## config.mk

```make
export PLATFORM = sky130hd
export DESIGN_NAME = src_route_table
export DESIGN_NICKNAME = d
export VERILOG_FILES = /design/src/rtl/srt_pkg.sv /design/src/rtl/srt_table.sv /design/src/rtl/srt_gq.sv /design/src/rtl/srt_select.sv /design/src/rtl/src_route_table.sv
export SDC_FILE = /design/constraint.sdc
export NUM_CORES = 1
export LEC_CHECK = 0
export BUFFER_PORTS_ARGS = -buffer_cell sky130_fd_sc_hd__buf_2
export CAP_MARGIN = 30
export CORE_MARGIN = 2
export CORE_UTILIZATION = 35
export CTS_CLUSTER_DIAMETER = 200
export CTS_CLUSTER_SIZE = 10
export DETAILED_ROUTE_END_ITERATION = 16
export PLACE_DENSITY = 0.49
export SLEW_MARGIN = 20
export SYNTH_ARGS = -nofsm -noshare
export SYNTH_HDL_FRONTEND = slang
export SYNTH_SLANG_ARGS = --single-unit
```

## constraint.sdc

```tcl
create_clock -name clk -period 4.3 [get_ports clk]
set_input_delay 0.215 -clock clk [delete_from_list [all_inputs] [get_ports clk]]
set_output_delay 0.215 -clock clk [all_outputs]
set_load 0.02 [all_outputs]
```

## src/rtl/srt_pkg.sv

```systemverilog
package srt_pkg;
    typedef enum logic [1:0] {
        CMD_GET = 2'd0,
        CMD_SET = 2'd1,
        CMD_ON  = 2'd2,
        CMD_OFF = 2'd3
    } cmd_e;
endpackage

```

## src/rtl/srt_table.sv

```systemverilog
module srt_table #(
    parameter int unsigned NUM_SRC  = 8,
    parameter int unsigned SRV_BITS = 8,
    parameter int unsigned PRIO_W   = 8
) (
    input  logic                               clk,
    input  logic                               rst_n,
    input  logic                               cmd_valid,
    input  srt_pkg::cmd_e                      cmd,
    input  logic [$clog2(NUM_SRC)-1:0]         cmd_idx,
    input  logic [SRV_BITS-1:0]                cmd_srv,
    input  logic [PRIO_W-1:0]                  cmd_prio,
    output logic [NUM_SRC-1:0][SRV_BITS-1:0]   tbl_srv,
    output logic [NUM_SRC-1:0][PRIO_W-1:0]     tbl_prio,
    output logic [NUM_SRC-1:0]                 tbl_en,
    output logic [SRV_BITS-1:0]                rd_srv,
    output logic [PRIO_W-1:0]                  rd_prio,
    output logic                               rd_en
);
    typedef struct packed {
        logic [NUM_SRC-1:0][SRV_BITS-1:0] srv;
        logic [NUM_SRC-1:0][PRIO_W-1:0]   prio;
        logic [NUM_SRC-1:0]               en;
        logic [SRV_BITS-1:0]              rd_srv;
        logic [PRIO_W-1:0]                rd_prio;
        logic                             rd_en;
    } tbl_st_t;

    tbl_st_t st_d, st_q;

    always_comb begin
        st_d = st_q;
        if (cmd_valid) begin
            unique case (cmd)
                srt_pkg::CMD_GET: begin
                    st_d.rd_srv  = st_q.srv[cmd_idx];
                    st_d.rd_prio = st_q.prio[cmd_idx];
                    st_d.rd_en   = st_q.en[cmd_idx];
                end
                srt_pkg::CMD_SET: begin
                    st_d.srv[cmd_idx]  = cmd_srv;
                    st_d.prio[cmd_idx] = cmd_prio;
                end
                srt_pkg::CMD_ON:  st_d.en[cmd_idx] = 1'b1;
                srt_pkg::CMD_OFF: st_d.en[cmd_idx] = 1'b0;
                default: ;
            endcase
        end
    end

    always_ff @(posedge clk) begin
        if (!rst_n) begin
            st_q.srv     <= '0;
            st_q.prio    <= '1;
            st_q.en      <= '0;
            st_q.rd_srv  <= '0;
            st_q.rd_prio <= '1;
            st_q.rd_en   <= 1'b0;
        end else begin
            st_q <= st_d;
        end
    end

    assign tbl_srv  = st_q.srv;
    assign tbl_prio = st_q.prio;
    assign tbl_en   = st_q.en;
    assign rd_srv   = st_q.rd_srv;
    assign rd_prio  = st_q.rd_prio;
    assign rd_en    = st_q.rd_en;
endmodule

```

## src/rtl/srt_gq.sv

```systemverilog
module srt_gq #(
    parameter int unsigned NUM_SRV = 4,
    localparam int unsigned SIDX_W = (NUM_SRV > 1) ? $clog2(NUM_SRV) : 1
) (
    input  logic               clk,
    input  logic               rst_n,
    input  logic               gq_wr,
    input  logic [SIDX_W-1:0]  gq_idx,
    input  logic               gq_join,
    input  logic [NUM_SRV-1:0] srv_accept,
    output logic               gq_ok,
    output logic [SIDX_W-1:0]  gq_pick
);
    typedef struct packed {
        logic [NUM_SRV-1:0] member;
    } gq_st_t;

    gq_st_t st_d, st_q;

    always_comb begin
        st_d = st_q;
        if (gq_wr) st_d.member[gq_idx] = gq_join;
    end

    always_ff @(posedge clk) begin
        if (!rst_n) st_q <= '0;
        else        st_q <= st_d;
    end

    // lowest-numbered member that can take a request
    always_comb begin
        gq_ok   = 1'b0;
        gq_pick = '0;
        for (int j = NUM_SRV - 1; j >= 0; j--) begin
            if (st_q.member[j] && srv_accept[j]) begin
                gq_ok   = 1'b1;
                gq_pick = SIDX_W'(j);
            end
        end
    end
endmodule

```

## src/rtl/srt_select.sv

```systemverilog
module srt_select #(
    parameter int unsigned NUM_SRC  = 8,
    parameter int unsigned NUM_SRV  = 4,
    parameter int unsigned SRV_BITS = 8,
    parameter int unsigned PRIO_W   = 8,
    parameter int unsigned VEC_W    = 8,
    parameter int unsigned VEC_BASE = 16,
    parameter logic [SRV_BITS-1:0] GQ_ID = '1,
    localparam int unsigned SIDX_W  = (NUM_SRV > 1) ? $clog2(NUM_SRV) : 1,
    localparam int unsigned IDX_W   = (NUM_SRC > 1) ? $clog2(NUM_SRC) : 1
) (
    input  logic                             clk,
    input  logic                             rst_n,
    input  logic [NUM_SRC-1:0]               src_n,
    input  logic [NUM_SRC-1:0][SRV_BITS-1:0] tbl_srv,
    input  logic [NUM_SRC-1:0][PRIO_W-1:0]   tbl_prio,
    input  logic [NUM_SRC-1:0]               tbl_en,
    input  logic [NUM_SRV-1:0]               srv_accept,
    input  logic                             gq_ok,
    input  logic [SIDX_W-1:0]                gq_pick,
    input  logic                             eoi_valid,
    input  logic [VEC_W-1:0]                 eoi_vec,
    output logic                             req_valid,
    output logic [VEC_W-1:0]                 req_vec,
    output logic [PRIO_W-1:0]                req_prio,
    output logic [SRV_BITS-1:0]              req_srv
);
    typedef struct packed {
        logic [NUM_SRC-1:0] inflight;
        logic               valid;
        logic [VEC_W-1:0]   vec;
        logic [PRIO_W-1:0]  prio;
        logic [SRV_BITS-1:0] srv;
    } sel_st_t;

    sel_st_t st_d, st_q;
    logic [VEC_W-1:0] eoi_off;
    logic             hit;
    logic             elig;

    always_comb begin
        st_d       = st_q;
        st_d.valid = 1'b0;
        hit        = 1'b0;
        elig       = 1'b0;
        eoi_off    = eoi_vec - VEC_W'(VEC_BASE);
        // retire the in-service flag named by an end-of-interrupt
        if (eoi_valid && eoi_vec >= VEC_W'(VEC_BASE) && eoi_off < VEC_W'(NUM_SRC))
            st_d.inflight[eoi_off[IDX_W-1:0]] = 1'b0;
        // fixed order: lowest index wins
        for (int i = 0; i < NUM_SRC; i++) begin
            elig = !src_n[i] && tbl_en[i] && (tbl_prio[i] != '1) && !st_q.inflight[i];
            if (!hit && elig) begin
                if (tbl_srv[i] == GQ_ID) begin
                    if (gq_ok) begin
                        hit    = 1'b1;
                        st_d.srv = SRV_BITS'(gq_pick);
                    end
                end else if (tbl_srv[i] < SRV_BITS'(NUM_SRV)) begin
                    if (srv_accept[tbl_srv[i][SIDX_W-1:0]]) begin
                        hit    = 1'b1;
                        st_d.srv = tbl_srv[i];
                    end
                end
                if (hit) begin
                    st_d.valid       = 1'b1;
                    st_d.vec         = VEC_W'(VEC_BASE) + VEC_W'(i);
                    st_d.prio        = tbl_prio[i];
                    st_d.inflight[i] = 1'b1;
                end
            end
        end
    end

    always_ff @(posedge clk) begin
        if (!rst_n) st_q <= '0;
        else        st_q <= st_d;
    end

    assign req_valid = st_q.valid;
    assign req_vec   = st_q.vec;
    assign req_prio  = st_q.prio;
    assign req_srv   = st_q.srv;
endmodule

```

## src/rtl/src_route_table.sv

```systemverilog
module src_route_table #(
    parameter int unsigned NUM_SRC  = 8,
    parameter int unsigned NUM_SRV  = 4,
    parameter int unsigned SRV_BITS = 8,
    parameter int unsigned DIST_IDX = 0,
    parameter int unsigned VEC_W    = 8,
    parameter int unsigned VEC_BASE = 16,
    parameter int unsigned IPI_VEC  = 2,
    localparam int unsigned PRIO_W  = 8,
    localparam int unsigned IDX_W   = (NUM_SRC > 1) ? $clog2(NUM_SRC) : 1,
    localparam int unsigned SIDX_W  = (NUM_SRV > 1) ? $clog2(NUM_SRV) : 1
) (
    input  logic                clk,
    input  logic                rst_n,
    input  logic [NUM_SRC-1:0]  src_n,
    input  logic [NUM_SRV-1:0]  srv_accept,
    input  logic                cmd_valid,
    input  logic [1:0]          cmd,
    input  logic [IDX_W-1:0]    cmd_idx,
    input  logic [SRV_BITS-1:0] cmd_srv,
    input  logic [PRIO_W-1:0]   cmd_prio,
    input  logic                gq_wr,
    input  logic [SIDX_W-1:0]   gq_idx,
    input  logic                gq_join,
    input  logic                eoi_valid,
    input  logic [VEC_W-1:0]    eoi_vec,
    output logic [SRV_BITS-1:0] rd_srv,
    output logic [PRIO_W-1:0]   rd_prio,
    output logic                rd_en,
    output logic                req_valid,
    output logic [VEC_W-1:0]    req_vec,
    output logic [PRIO_W-1:0]   req_prio,
    output logic [SRV_BITS-1:0] req_srv
);
    localparam logic [SRV_BITS-1:0] GQ_ID =
        SRV_BITS'((64'd1 << SRV_BITS) - 64'd1 - 64'(DIST_IDX));

    logic [NUM_SRC-1:0][SRV_BITS-1:0] tbl_srv;
    logic [NUM_SRC-1:0][PRIO_W-1:0]   tbl_prio;
    logic [NUM_SRC-1:0]               tbl_en;
    logic                             gq_ok;
    logic [SIDX_W-1:0]                gq_pick;

    srt_table #(.NUM_SRC(NUM_SRC), .SRV_BITS(SRV_BITS), .PRIO_W(PRIO_W)) u_table (
        .clk(clk), .rst_n(rst_n), .cmd_valid(cmd_valid), .cmd(srt_pkg::cmd_e'(cmd)),
        .cmd_idx(cmd_idx), .cmd_srv(cmd_srv), .cmd_prio(cmd_prio),
        .tbl_srv(tbl_srv), .tbl_prio(tbl_prio), .tbl_en(tbl_en),
        .rd_srv(rd_srv), .rd_prio(rd_prio), .rd_en(rd_en)
    );

    srt_gq #(.NUM_SRV(NUM_SRV)) u_gq (
        .clk(clk), .rst_n(rst_n), .gq_wr(gq_wr), .gq_idx(gq_idx), .gq_join(gq_join),
        .srv_accept(srv_accept), .gq_ok(gq_ok), .gq_pick(gq_pick)
    );

    srt_select #(
        .NUM_SRC(NUM_SRC), .NUM_SRV(NUM_SRV), .SRV_BITS(SRV_BITS), .PRIO_W(PRIO_W),
        .VEC_W(VEC_W), .VEC_BASE(VEC_BASE), .GQ_ID(GQ_ID)
    ) u_select (
        .clk(clk), .rst_n(rst_n), .src_n(src_n), .tbl_srv(tbl_srv), .tbl_prio(tbl_prio),
        .tbl_en(tbl_en), .srv_accept(srv_accept), .gq_ok(gq_ok), .gq_pick(gq_pick),
        .eoi_valid(eoi_valid), .eoi_vec(eoi_vec), .req_valid(req_valid),
        .req_vec(req_vec), .req_prio(req_prio), .req_srv(req_srv)
    );
endmodule

```

# After elaboration in Yosys (flattened, before gate mapping)
# Index checks and enable logic that the tools add are counted.
# word_totals
word_cells,295
ff_bits,190
# classes
n_addsub,1
n_eq_ne,19
reduce_logical,68
bitwise_logic,5
mux,152
order_cmp,24
# ops
op,n
$mux W8,36
$mux W25,7
$bwmux W64,2
$mux W17,7
$mux W1,77
$eq A8 B8 Y1 const B,8
$lt A8 B3 Y1 const B,8
$ne A8 B8 Y1 const B,8
$bmux W8 S3,2
$logic_and A1 B1 Y1,40
$lt A2 B3 Y1 const B,9
$mux W26,1
$demux W8 S3,1
$logic_not A1 Y1,23
$mux W18,1
$and A8 B8 Y8,2
$bmux W1 S2,8
$not A8 Y8,2
$pmux W8 S2,1
$ge A8 B5 Y1 const B,1
$lt A3 B4 Y1 const B,2
$lt A8 B4 Y1 const B,1
$mux W2,4
$or A8 B8 Y8,1
12 further kinds,17

# Longest topological paths before layout
# logic_depth
ltp_word,45
depth_mapped,10

# Hierarchy
# Synthesis repeated with hierarchy kept, for this count alone.
# unflattened
hier_cells,1291
hier_area_um2,10635.2
# by_module_without_submodules
module,seq_area_each_um2,area_per_inst_um2,n_inst,cells_per_inst
srt_table,3062.9,6932.9,1,816
srt_select,660.6,3495.9,1,451
srt_gq,80.1,206.4,1,24

# Least setup slack after synthesis
# Ideal clock, no wire load.
# synth_path
path_type,register to register
from,register u_table.st_q (netlist bit u_table.tbl_srv[40])
to,register u_select.st_q (netlist bit u_select.req_srv[0])
synth_period_minus_slack_ns,2.627
path_stages_with_launch,9
required_ns,4.221
path_slack_ns,1.673
setup_time_ns,0.079
n_path_buf,0
t_arrival_ns,2.548
path_cell_list,dfxtp_1 mux4_2 and3_4 o21ai_4 nand2_4 o21ba_4 or4_1 a32o_1 a211oi_2
# synth_between
elab_chain_cells,15
word_cells_on_any_way,33
classes_between,order compare: 1; eq/ne: 1; mux: 27; reduce/logical: 4
# synth_rtl
item,line,rtl
"start, declared",srt_table.sv:29,"tbl_st_t st_d, st_q;"
"start signal, assigned",srt_table.sv:60,st_q <= st_d;
branches (longest 14 deep; another with $lt A8 B3 Y1),-,
$mux W25 *,srt_select.sv:53,if (!hit && elig) begin
"end signal, assigned",srt_select.sv:77,else st_q <= st_d;
"end, declared",srt_select.sv:36,"sel_st_t st_d, st_q;"
# Every way passes the cells marked *. The select of a mux whose other input is x is not followed.
# A chain may end at the register's enable or synchronous reset.

# Worst setup path in the final report
# layout_path
from,register u_gq.st_q[3] (netlist name)
to,register u_select.st_q (netlist bit u_select.req_prio[6])
# layout_between
elab_chain_cells,45
word_cells_on_any_way,80
classes_between,mux: 65; reduce/logical: 15
# layout_rtl
item,line,rtl
"start, declared",srt_gq.sv:18,"gq_st_t st_d, st_q;"
"start signal, assigned",srt_gq.sv:27,else st_q <= st_d;
$logic_and A1 B1 Y1 *,srt_gq.sv:35,if (st_q.member[j] && srv_accept[j]) begin
$mux W1 * (4 in a row),srt_gq.sv:35,
$mux W1,srt_select.sv:55,if (gq_ok) begin
$mux W1,srt_select.sv:54,if (tbl_srv[i] == GQ_ID) begin
$mux W1 (2 in a row),srt_select.sv:53,
$mux W1,srt_select.sv:60,if (srv_accept[tbl_srv[i][SIDX_W-1:0]]) begin
$mux W1,srt_select.sv:59,end else if (tbl_srv[i] < SRV_BITS'(NUM_SRV)) begin
$mux W1,srt_select.sv:54,
(+24 left out),-,
$mux W1,srt_select.sv:54,
$mux W1 (2 in a row),srt_select.sv:53,
$mux W1,srt_select.sv:60,
$mux W1,srt_select.sv:59,
$mux W1,srt_select.sv:54,
$mux W1,srt_select.sv:53,
$mux W17,srt_select.sv:65,if (hit) begin
$mux W25 *,srt_select.sv:53,
# Mark *: on every way between the ends. The rest lies on a longest branch, timed or not. The select of a mux whose other input is x is not followed.

==> impl_metrics.toml <==
[worst_setup_path]
critPathCaptureType = "flip-flop"
path_delay_family = "compound AO/OA/AOI/OAI gates"
crit_path_start_kind = "flip-flop"
crit_slowest_cell = "and3b_1"
cp_num_buf_inv = 1
crit_type = "flip-flop to flip-flop"
cp_slowest_stage_delay_ps = 760
critPathMaxFanout = 26
cp.required_ps = 4660
cp_common_cell = "a211oi_1"
crit_chain = "a22oi_1 > a211oi_1 > o21bai_2 > buf_4 > and3b_1 > a211oi_1 > or3_1 > a31oi_1"
cp.arrival_ps = 3670

[worst_hold_path]
hp-class = "input pin to flip-flop"

[routing]
wl_per_cell_um = 24.3
drc_errors = 0
first_pass_iters = 7
vias = 9960
initialDrtViolationCount = 1119
ant_nets = 0
drt_wl_total_mm = 40.8
viasPerCell = 5.92

[yosys]
ys_warn_count = 0
synth_top_family_by_area = "simple AND/OR/NAND/NOR gates"
synth_edf_count = 0
syn_area_per_cell_um2 = 7.85
synth_simple_gate_area_share_pct = 27.3
synth_nets = 1313
synth_fa_ha_area_share_pct = 0
synth_seq_cells = 190
synth_xor_area_share_pct = 0
synth-compound-area-share_pct = 19.0
synthMuxAreaShare_pct = 9.18
syn_area_um2 = 9920
synth_cell_types = 69
synthCells = 1264
ys_seq_area_share_pct = 38.3
async_reset_ff_share_pct = 0
synthFlopType = "dfxtp_1"

[clocking]
cts_buffers = 17
cts.sinks = 190
cts_tree = "yes"
clockBufferDepth = 2
postCtsResizedCells = 0
path_clk_slew_ps = 80
cts_hold_buffers = 0
cts-root-buf = "clkbuf_16"
clock_latency_ps = 450
post_cts_buffers = 0
htreeDepth = 4

[sta]
setup_viol = 0
finalCritPeriodShare_pct = 76.9
finalHoldViolCount = 0
slew_violations = 0
rsz0062_at_grt = "no"
max_freq_mhz = 303
tns_ps = 0
worstMarginPinSlew_ps = 1050
max_slew_margin_pct = 29.1
finClkSkew_ps = 31.1
finalCriticalPeriod_ps = 3310
whs_ps = 55.7

[grt]
grt_start_max_net_pins = 69
met3_usage_pct = 5.33
grt_util_met2_pct = 41.0
grt_remaining_overflow = 0
use_met1_pct = 40.6
grt_pass1_wl_mm = 60.2
grt.total_usage_pct = 27.6
antenna_found_initial = 1
busiest_layer = "met2"
grt_pass1_vias = 9165

[floorplan]
rows = 61
num_io_pins = 91
die_area_um2 = 29700
chipHeight_um = 172
initial_core_util_pct = 35.6
fp.dieW_um = 172
core_area_um2 = 27900

[placement]
place_area_um2 = 10500
port_buffers = 90
hpwl_mm = 29.6
place_congestion = 0.923

[power_and_ir_drop]
cellPowerDensity_nw_per_um2 = 335
p_leak_nw = 4.34
peakVddDrop_v = 0.000269
finalPower_mw = 3.74

[cells_and_area]
nNetsFinal = 1339
fin_util_pct = 40.0
layout_common_cells = "nand2_1, dfxtp_1, a21oi_1"
final_common_cell = "nand2_1"
drive_gt1_share_pct = 16.7
n_fill_cell = 2947
fin_area_um2 = 11100
syn2layout_area_growth_pct = 12.3

[run]
max_cap_viol_count = 0

[outcome]
status = "finished, final reports clean"
## synth_stat cells, types with 8 or more instances
master,number,area share [%]
nand4_1,37,2.3
dfxtp_1,190,38
nor2_1,101,3.8
o21ai_0,36,1.8
and2_1,10,0.63
mux4_2,16,3.6
mux2i_1,28,2.8
and3_1,18,1.1
nor3_1,16,0.81
o211ai_1,15,1.1
a221oi_1,20,1.8
buf_4,36,2.7
nand2_1,306,12
a21oi_1,109,5.5
clkbuf_1,62,2.3
a211oi_1,22,1.7
nand3_1,71,3.6
mux2_2,24,2.7
a22oi_1,16,1.2
nor4_1,8,0.50
inv_1,9,0.34
## registers in the layout, indices dropped and copies added, names as in the netlist, named ones only
name,cells
u_table.rd_en,1
u_table.tbl_prio,64
u_table.rd_prio,8
u_table.rd_srv,8
u_select.req_vec,8
u_select.req_srv,8
u_select.req_prio,8
u_table.tbl_srv,64
u_gq.st_q,4
u_select.st_q,8
u_select.req_valid,1
## per-layer routing
metal / wire, um / share of wire [%]
met1: 18900 / 46
met2: 17400 / 43
met5: 0 / 0
met4: 688 / 1.7
met3: 3760 / 9.2
## path summary, 6_finish.rpt
| kind | from | endpoint | slack (ps) | cells past startpoint |
|---|---|---|---|---|
| worst min register to register | u_select.req_vec[4] | u_select.req_vec[4] | 450 | 2 |
| worst max-delay path | u_gq.st_q[3] | u_select.req_prio[6] | 990 | 8 |
| worst max register to register | u_gq.st_q[3] | u_select.req_prio[6] | 990 | 8 |
| worst min-delay path | gq_join | u_gq.st_q[2] | 60 | 3 |
## worst min-delay path: cells and delay by family
family | cells | cell delay, ps
buf+inv | 1 | 110
mux | 1 | 70
simple gates | 1 | 70
## logic make-up after synthesis
logic type             after synthesis
AND/OR/NAND/NOR                    601
AO/OA/AOI/OAI                      284
flip-flops                         190
buffers and inverters              121
multiplexers                        68
## per-stage QoR
step	setup slack, ps	std cells
detailed placement	1010	1646
finish	995	1682
floorplan	1670	1264
global placement	949	1643
CTS	1090	1678
global route	855	1682
## layout make-up
class / instances / area [um^2] / share of cell area [%]
diodes: 1 / 2.50 / 0.0225
multi-input cells: 953 / 5550 / 49.8
flip-flops and latches: 190 / 3800 / 34.1
well taps: 378 / 473 / 4.24
clock buffers: 17 / 425 / 3.82
repair buffers: 118 / 707 / 6.34
clock inverters: 15 / 148 / 1.32
inverters: 10 / 37.5 / 0.337
## where the power goes
part / leakage, nW / switching, mW / internal (mW)
registers: 1.54 / 0.0270 / 1.78
clock network: 0.285 / 0.824 / 0.772
logic: 2.52 / 0.224 / 0.107
total: 4.34 / 1.07 / 2.66
Power figures use the tool's default switching activity.
